File: config.mk
export PLATFORM = sky130hd
export DESIGN_NAME = cascade_vector_unit
export DESIGN_NICKNAME = d
export VERILOG_FILES = /design/src/rtl/cvu_pkg.sv /design/src/rtl/cvu_prio_pick.sv /design/src/rtl/cvu_intc_core.sv /design/src/rtl/cascade_vector_unit.sv
export SDC_FILE = /design/constraint.sdc
export NUM_CORES = 1
export LEC_CHECK = 0
export BUFFER_PORTS_ARGS = -buffer_cell sky130_fd_sc_hd__buf_2
export CAP_MARGIN = 20
export CORE_UTILIZATION = 60
export CTS_BUF_LIST = sky130_fd_sc_hd__clkbuf_4 sky130_fd_sc_hd__clkbuf_8
export DETAILED_ROUTE_END_ITERATION = 8
export MAX_ROUTING_LAYER = met4
export PLACE_DENSITY = 0.9
export SLEW_MARGIN = 25
export SYNTH_ARGS = -nofsm -noshare
export SYNTH_HDL_FRONTEND = slang
export SYNTH_HIERARCHICAL = 1
export SYNTH_SLANG_ARGS = --single-unit
File: constraint.sdc
create_clock -name clk -period 4.5 [get_ports clk]
set_input_delay 0 -clock clk [delete_from_list [all_inputs] [get_ports clk]]
set_output_delay 0 -clock clk [all_outputs]
set_load 0.01 [all_outputs]
File: src/rtl/cvu_pkg.sv
package cvu_pkg;
  localparam int unsigned CVU_CTRL_LINES = 8;
  localparam int unsigned CVU_VEC_W      = 8;
  localparam int unsigned CVU_CAS_INPUT  = 2;

  typedef enum logic [1:0] {
    SRC_MASTER  = 2'd0,
    SRC_SLAVE   = 2'd1,
    SRC_SPUR_M  = 2'd2,
    SRC_SPUR_S  = 2'd3
  } vec_src_e;
endpackage

File: src/rtl/cvu_prio_pick.sv
module cvu_prio_pick #(
  parameter int unsigned N  = 8,
  parameter int unsigned IW = $clog2(N)
) (
  input  logic [N-1:0]  req,
  output logic          vld,
  output logic [IW-1:0] idx
);
  always_comb begin
    vld = |req;
    idx = '0;
    for (int i = N - 1; i >= 0; i--) begin
      if (req[i]) idx = IW'(i);
    end
  end
endmodule

File: src/rtl/cvu_intc_core.sv
module cvu_intc_core #(
  parameter int unsigned N  = 8,
  parameter int unsigned IW = $clog2(N),
  parameter logic [N-1:0] LEVEL = '0,
  parameter logic [N-1:0] LATCH = '0
) (
  input  logic          clk,
  input  logic          rst_n,
  input  logic [N-1:0]  req_i,
  input  logic          ack_i,
  output logic [N-1:0]  pend_o,
  output logic [IW-1:0] win_idx_o
);
  logic [N-1:0]  pend_q;
  logic [N-1:0]  pend_d;
  logic          win_vld;
  logic [IW-1:0] win_idx;

  cvu_prio_pick #(.N(N), .IW(IW)) u_pick (
    .req (pend_q),
    .vld (win_vld),
    .idx (win_idx)
  );

  for (genvar i = 0; i < N; i++) begin : g_bit
    if (LATCH[i]) begin : g_latch
      logic hit;
      assign hit       = ack_i && win_vld && (win_idx == IW'(i));
      assign pend_d[i] = (pend_q[i] & ~hit) | req_i[i];
    end else if (LEVEL[i]) begin : g_level
      assign pend_d[i] = req_i[i];
    end else begin : g_edge
      logic hit;
      logic last_q;
      assign hit = ack_i && win_vld && (win_idx == IW'(i));
      always_ff @(posedge clk) begin
        if (!rst_n) last_q <= 1'b0;
        else        last_q <= req_i[i];
      end
      assign pend_d[i] = (pend_q[i] & ~hit) | (req_i[i] & ~last_q);
    end
  end

  always_ff @(posedge clk) begin
    if (!rst_n) pend_q <= '0;
    else        pend_q <= pend_d;
  end

  assign pend_o    = pend_q;
  assign win_idx_o = win_idx;
endmodule

File: src/rtl/cascade_vector_unit.sv
module cascade_vector_unit
  import cvu_pkg::*;
#(
  parameter int unsigned CTRL_LINES = CVU_CTRL_LINES,
  parameter int unsigned VEC_W      = CVU_VEC_W,
  parameter int unsigned CAS_INPUT  = CVU_CAS_INPUT,
  parameter logic [2*CTRL_LINES-1:0] LEVEL_LINES = 16'hF0F0
) (
  input  logic                    clk,
  input  logic                    rst_n,
  input  logic [2*CTRL_LINES-1:0] irq_lines,
  input  logic                    int_ack,
  input  logic [VEC_W-1:0]        master_base,
  input  logic [VEC_W-1:0]        slave_base,
  output logic                    cpu_int,
  output logic [VEC_W-1:0]        vec,
  output logic                    vec_valid
);
  localparam int unsigned N     = CTRL_LINES;
  localparam int unsigned IDX_W = $clog2(N);
  localparam logic [N-1:0] ONE_HOT0 = {{(N-1){1'b0}}, 1'b1};
  localparam logic [N-1:0] CAS_BIT  = ONE_HOT0 << CAS_INPUT;
  localparam logic [N-1:0] M_LEVEL  = LEVEL_LINES[N-1:0] & ~CAS_BIT;
  localparam logic [N-1:0] S_LEVEL  = LEVEL_LINES[2*N-1:N];
  localparam logic [VEC_W-1:0] SPUR_OFS = VEC_W'(N - 1);

  logic [N-1:0]     m_req, m_pend, s_pend, s_clr;
  logic [IDX_W-1:0] m_idx, s_idx;
  logic             m_any, s_any, m_on_cas, s_ack, s_rem_any;
  vec_src_e         src;
  logic [VEC_W-1:0] vec_d;
  logic [VEC_W-1:0] vec_q;
  logic             vld_q;

  assign m_any    = |m_pend;
  assign s_any    = |s_pend;
  assign m_on_cas = m_any && (m_idx == IDX_W'(CAS_INPUT));
  assign s_ack    = int_ack && m_on_cas;

  // Slave requests that survive this cycle's service keep the cascade input set.
  assign s_clr     = (s_ack && s_any) ? ((ONE_HOT0 << s_idx) & ~S_LEVEL) : '0;
  assign s_rem_any = |(s_pend & ~s_clr);

  // External line at the cascade position is discarded.
  assign m_req = (irq_lines[N-1:0] & ~CAS_BIT) | (s_rem_any ? CAS_BIT : '0);

  cvu_intc_core #(.N(N), .IW(IDX_W), .LEVEL(M_LEVEL), .LATCH(CAS_BIT)) u_master (
    .clk       (clk),
    .rst_n     (rst_n),
    .req_i     (m_req),
    .ack_i     (int_ack),
    .pend_o    (m_pend),
    .win_idx_o (m_idx)
  );

  cvu_intc_core #(.N(N), .IW(IDX_W), .LEVEL(S_LEVEL), .LATCH('0)) u_slave (
    .clk       (clk),
    .rst_n     (rst_n),
    .req_i     (irq_lines[2*N-1:N]),
    .ack_i     (s_ack),
    .pend_o    (s_pend),
    .win_idx_o (s_idx)
  );

  always_comb begin
    if (!m_any)        src = SRC_SPUR_M;
    else if (m_on_cas) src = s_any ? SRC_SLAVE : SRC_SPUR_S;
    else               src = SRC_MASTER;
  end

  always_comb begin
    unique case (src)
      SRC_MASTER: vec_d = master_base + VEC_W'(m_idx);
      SRC_SLAVE:  vec_d = slave_base + VEC_W'(s_idx);
      SRC_SPUR_S: vec_d = slave_base + SPUR_OFS;
      default:    vec_d = master_base + SPUR_OFS;
    endcase
  end

  always_ff @(posedge clk) begin
    if (!rst_n) begin
      vec_q <= '0;
      vld_q <= 1'b0;
    end else begin
      vld_q <= int_ack;
      if (int_ack) vec_q <= vec_d;
    end
  end

  assign cpu_int   = m_any;
  assign vec       = vec_q;
  assign vec_valid = vld_q;
endmodule

==> run_results.csv <==
group,metric,value,unit
status,status,"finished clean",
clock_tree,cts-hold-fix-buffers,15,
yosys,async_flop_share,0,%
pwr,p_comb_share,33.2,%
detailed_routing,drc,0,
clock_tree,cts_tree,"yes",
yosys,synthMostInstantiatedCell,"dfxtp_1",
grt,antenna_found_initial,0,
timing,fmax,323.7,MHz
detailed_routing,antenna_left,0,
setup_path,r2r_end,"vec[4]",
min_path,hold_path.startpoint,"int_ack",
pwr,p_clk_share,21.4,%
timing,fin_crit,3.090,ns
clock_tree,cts_max_level,2,
setup_path,max_stage_delay,0.35,ns
timing,fin_worst_skew,0.01798,ns
detailed_routing,totalWireLength,5.229,mm
setup_path,end_kind,"flip-flop",
timing,hold_ws,0.04884,ns
cells_and_area,n_antenna_cell,0,
cells_and_area,drive_above_1_share,21.54,%
placement,portBuffers,43,
floorplan,pin_count,45,
setup_path,cp_cell_sequence,"nor4_2, and3b_1, nor3b_2, nand3_4, nor2_8, mux2i_1, ha_1, inv_1, a31oi_1, a22oi_1, o32ai_1, a31o_1",
floorplan,core-area,0.003363,mm^2
yosys,syn_area,0.002137,mm^2
pwr,p_sw_share,33.60,%
clock_tree,post_cts.repair.setup_buffers,0,
yosys,synth-edff-count,0,
setup_path,crit_arrival,3.36,ns
timing,hold_viol,0,
clock_tree,clock_latency,0.33,ns
detailed_routing,firstDrtPassIters,5,
yosys,synth.avg_cell_area,8.583,um^2
setup_path,crit_slowest_cell,"dfxtp_1",
clock_tree,cts_buffers,5,
setup_path,cp.required,4.77,ns
timing,slew_headroom,48.26,%
timing,min_period_over_period,68.66,%
clock_tree,clockBufferDepth,2,
clock_tree,path_clk_slew,0.09,ns
clock_tree,clkSinkCount,32,
job,cap_violations,0,
clock_tree,cts_resized,0,
detailed_routing,drt_iter0_drc,192,
grt,overflow,0,
detailed_routing,vias_per_cell,5.975,
timing,final-setup-viol-count,0,
placement,dp_slack,1.302,ns
yosys,synthFlopType,"dfxtp_1",
setup_path,cp_max_fo,9,
floorplan,die_h,61.68,um
pwr,internal_power,0.4747,mW
grt,grt_max_degree,33,
grt,grt_pass1_wl,8.535,mm
setup_path,critical_path.startpoint_type,"flip-flop",
placement,gp_congestion,0.9570,
grt,grtUsageTotal,31.68,%
yosys,yosys.area.top_type,"dfxtp_1",
clock_tree,root_buffer,"clkbuf_4",
pwr,p_sw,0.2402,mW
cells_and_area,fin_util,77.34,%
floorplan,rows,21,
yosys,synth_nets,293,
grt,grt_pass1_vias,1946,
pwr,ir_drop,230.1,uV
detailed_routing,wl_per_cell,14.65,um
yosys,synth.distinct_cells,51,
setup_path,crit_type,"flip-flop to flip-flop",
min_path,min_to,"vec[5]",
timing,finalSetupTns,0,ns
yosys,ys.warnings.count,6,
setup_path,reg2reg_from,"u_master/pend_o[4]",
timing,worst_slack,1.410,ns
yosys,yosysSeqAreaShare,29.98,%
min_path,hold_depth,2,
detailed_routing,vias,2133,
setup_path,reg2reg_slack,1.41,ns
timing,tightest_slew,0.7744,ns
floorplan,die_area,0.003804,mm^2
min_path,min-delay-path-class,"primary input to flip-flop",
floorplan,die_x,61.68,um
timing,finalMaxSlewViolations,0,
yosys,ys_ff_latch,32,
pwr,pwr_density_cell,274.8,mW/mm^2
cells_and_area,nFillCells,263,
yosys,yosys-top-cells-area,"dfxtp_1 (30%), and2_1 (5.0%), nor2_1 (4.9%), a21oi_1 (4.2%), ha_1 (4.1%)",
yosys,synth_common_cells,"dfxtp_1 (32), nor2_1 (28), a21oi_1 (18), and2_1 (17), o21ai_0 (17)",
timing,rsz0062_at_grt,"false",
setup_path,path_delay_family,"simple AND/OR/NAND/NOR gates",
floorplan,start_util,63.54,%
pwr,pwr-share-seq,45.5,%
yosys,synthCells,249,
yosys,synth_top_area_share,29.98,%
placement,dp_hpwl,3.784,mm
cells_and_area,fin_nets,355,
cells_and_area,syn_to_final_growth,21.72,%
pwr,leakagePower,1.098,nW
setup_path,reg2reg_depth,12,
setup_path,cp.buffers_inverters,1,
[area by class of cell]
cell class	count	area (um^2)	share of cell area, %
well taps	46	57.56	2.213
multi-input cells	204	1436	55.22
inverters	7	28.78	1.106
repair buffers	61	387.9	14.91
clock buffers	6	45.04	1.732
clock inverters	1	5.005	0.1924
flip-flops and latches	32	640.6	24.63
[per-stage QoR]
step	instance area, um^2	std cells	power [mW]
after detailed placement	2401	335	0.5517
after global routing	2601	357	0.7606
after floorplan	2137	249	0.4793
after CTS	2601	357	0.7109
final	2601	357	0.7148
after global placement	2401	335	0.5415
[power groups by stage]
stage,Combinational (mW),Sequential (mW),Clock (mW)
global route,0.263,0.328,0.171
finish,0.237,0.325,0.153
CTS,0.232,0.324,0.155
floorplan,0.148,0.331,0
detailed placement,0.221,0.331,0
global placement,0.212,0.329,0
[sequential cells by signal, summed over array words and instances, names as in the netlist]
signal                        cells
vec_valid                         1
u_slave/g_bit.g_edge.last_q       4
vec                               8
u_master/pend_o                   8
u_master/g_bit.g_edge.last_q      3
u_slave/pend_o                    8
[per-layer routing]
layer	global-route usage [%]	share of wire [%]	up-vias
li1	-	-	1036
met1	38.11	44	990
met3	7.143	6.3	11
met4	12.70	1.7	0
met5	-	0	-
met2	51.15	48	96
[worst max path at each step]
stage / from / end / slack, ns / depth (start not counted)
final: u_master/pend_o[4] / vec[4] / 1.41 / 12
after global routing: u_master/pend_o[4] / vec[4] / 1.15 / 12
after CTS: u_slave/pend_o[2] / vec[5] / 1.25 / 9
after detailed placement: u_slave/pend_o[2] / vec[5] / 1.30 / 9
after global placement: u_slave/pend_o[1] / vec[5] / 1.40 / 9
after floorplan: u_master/pend_o[1] / vec[4] / 1.59 / 12
[logic make-up after synthesis]
| group | count (synthesis) | share of synthesized area, % |
|---|---|---|
| muxes | 6 | 2.810 |
| adders and majority gates | 9 | 5.972 |
| xor gates and xnor gates | 18 | 7.377 |
| buffers and inverters | 13 | 2.810 |
| and+or+nand+nor | 100 | 27.93 |
| AOI/OAI and AO/OA | 71 | 23.13 |
| DFF | 32 | 29.98 |
[layout by cell type, fill, tap and decap left out, types with 5 or more instances in the layout]
| cell type | n |
|---|---|
| buf_2 | 43 |
| dfxtp_1 | 32 |
| nor2_1 | 28 |
| a21oi_1 | 18 |
| and2_1 | 17 |
| o21ai_0 | 17 |
| dlygate4sd3_1 | 15 |
| nand2_1 | 12 |
| xor2_1 | 10 |
| nand2b_1 | 9 |
| xnor2_1 | 8 |
| ha_1 | 7 |
| mux2i_1 | 6 |
| inv_1 | 6 |
| nand3_1 | 6 |
| clkbuf_4 | 6 |
| nor3_1 | 5 |
| a21boi_1 | 5 |
| nor2b_1 | 5 |
No activity file was read; power rests on OpenSTA's default activity.
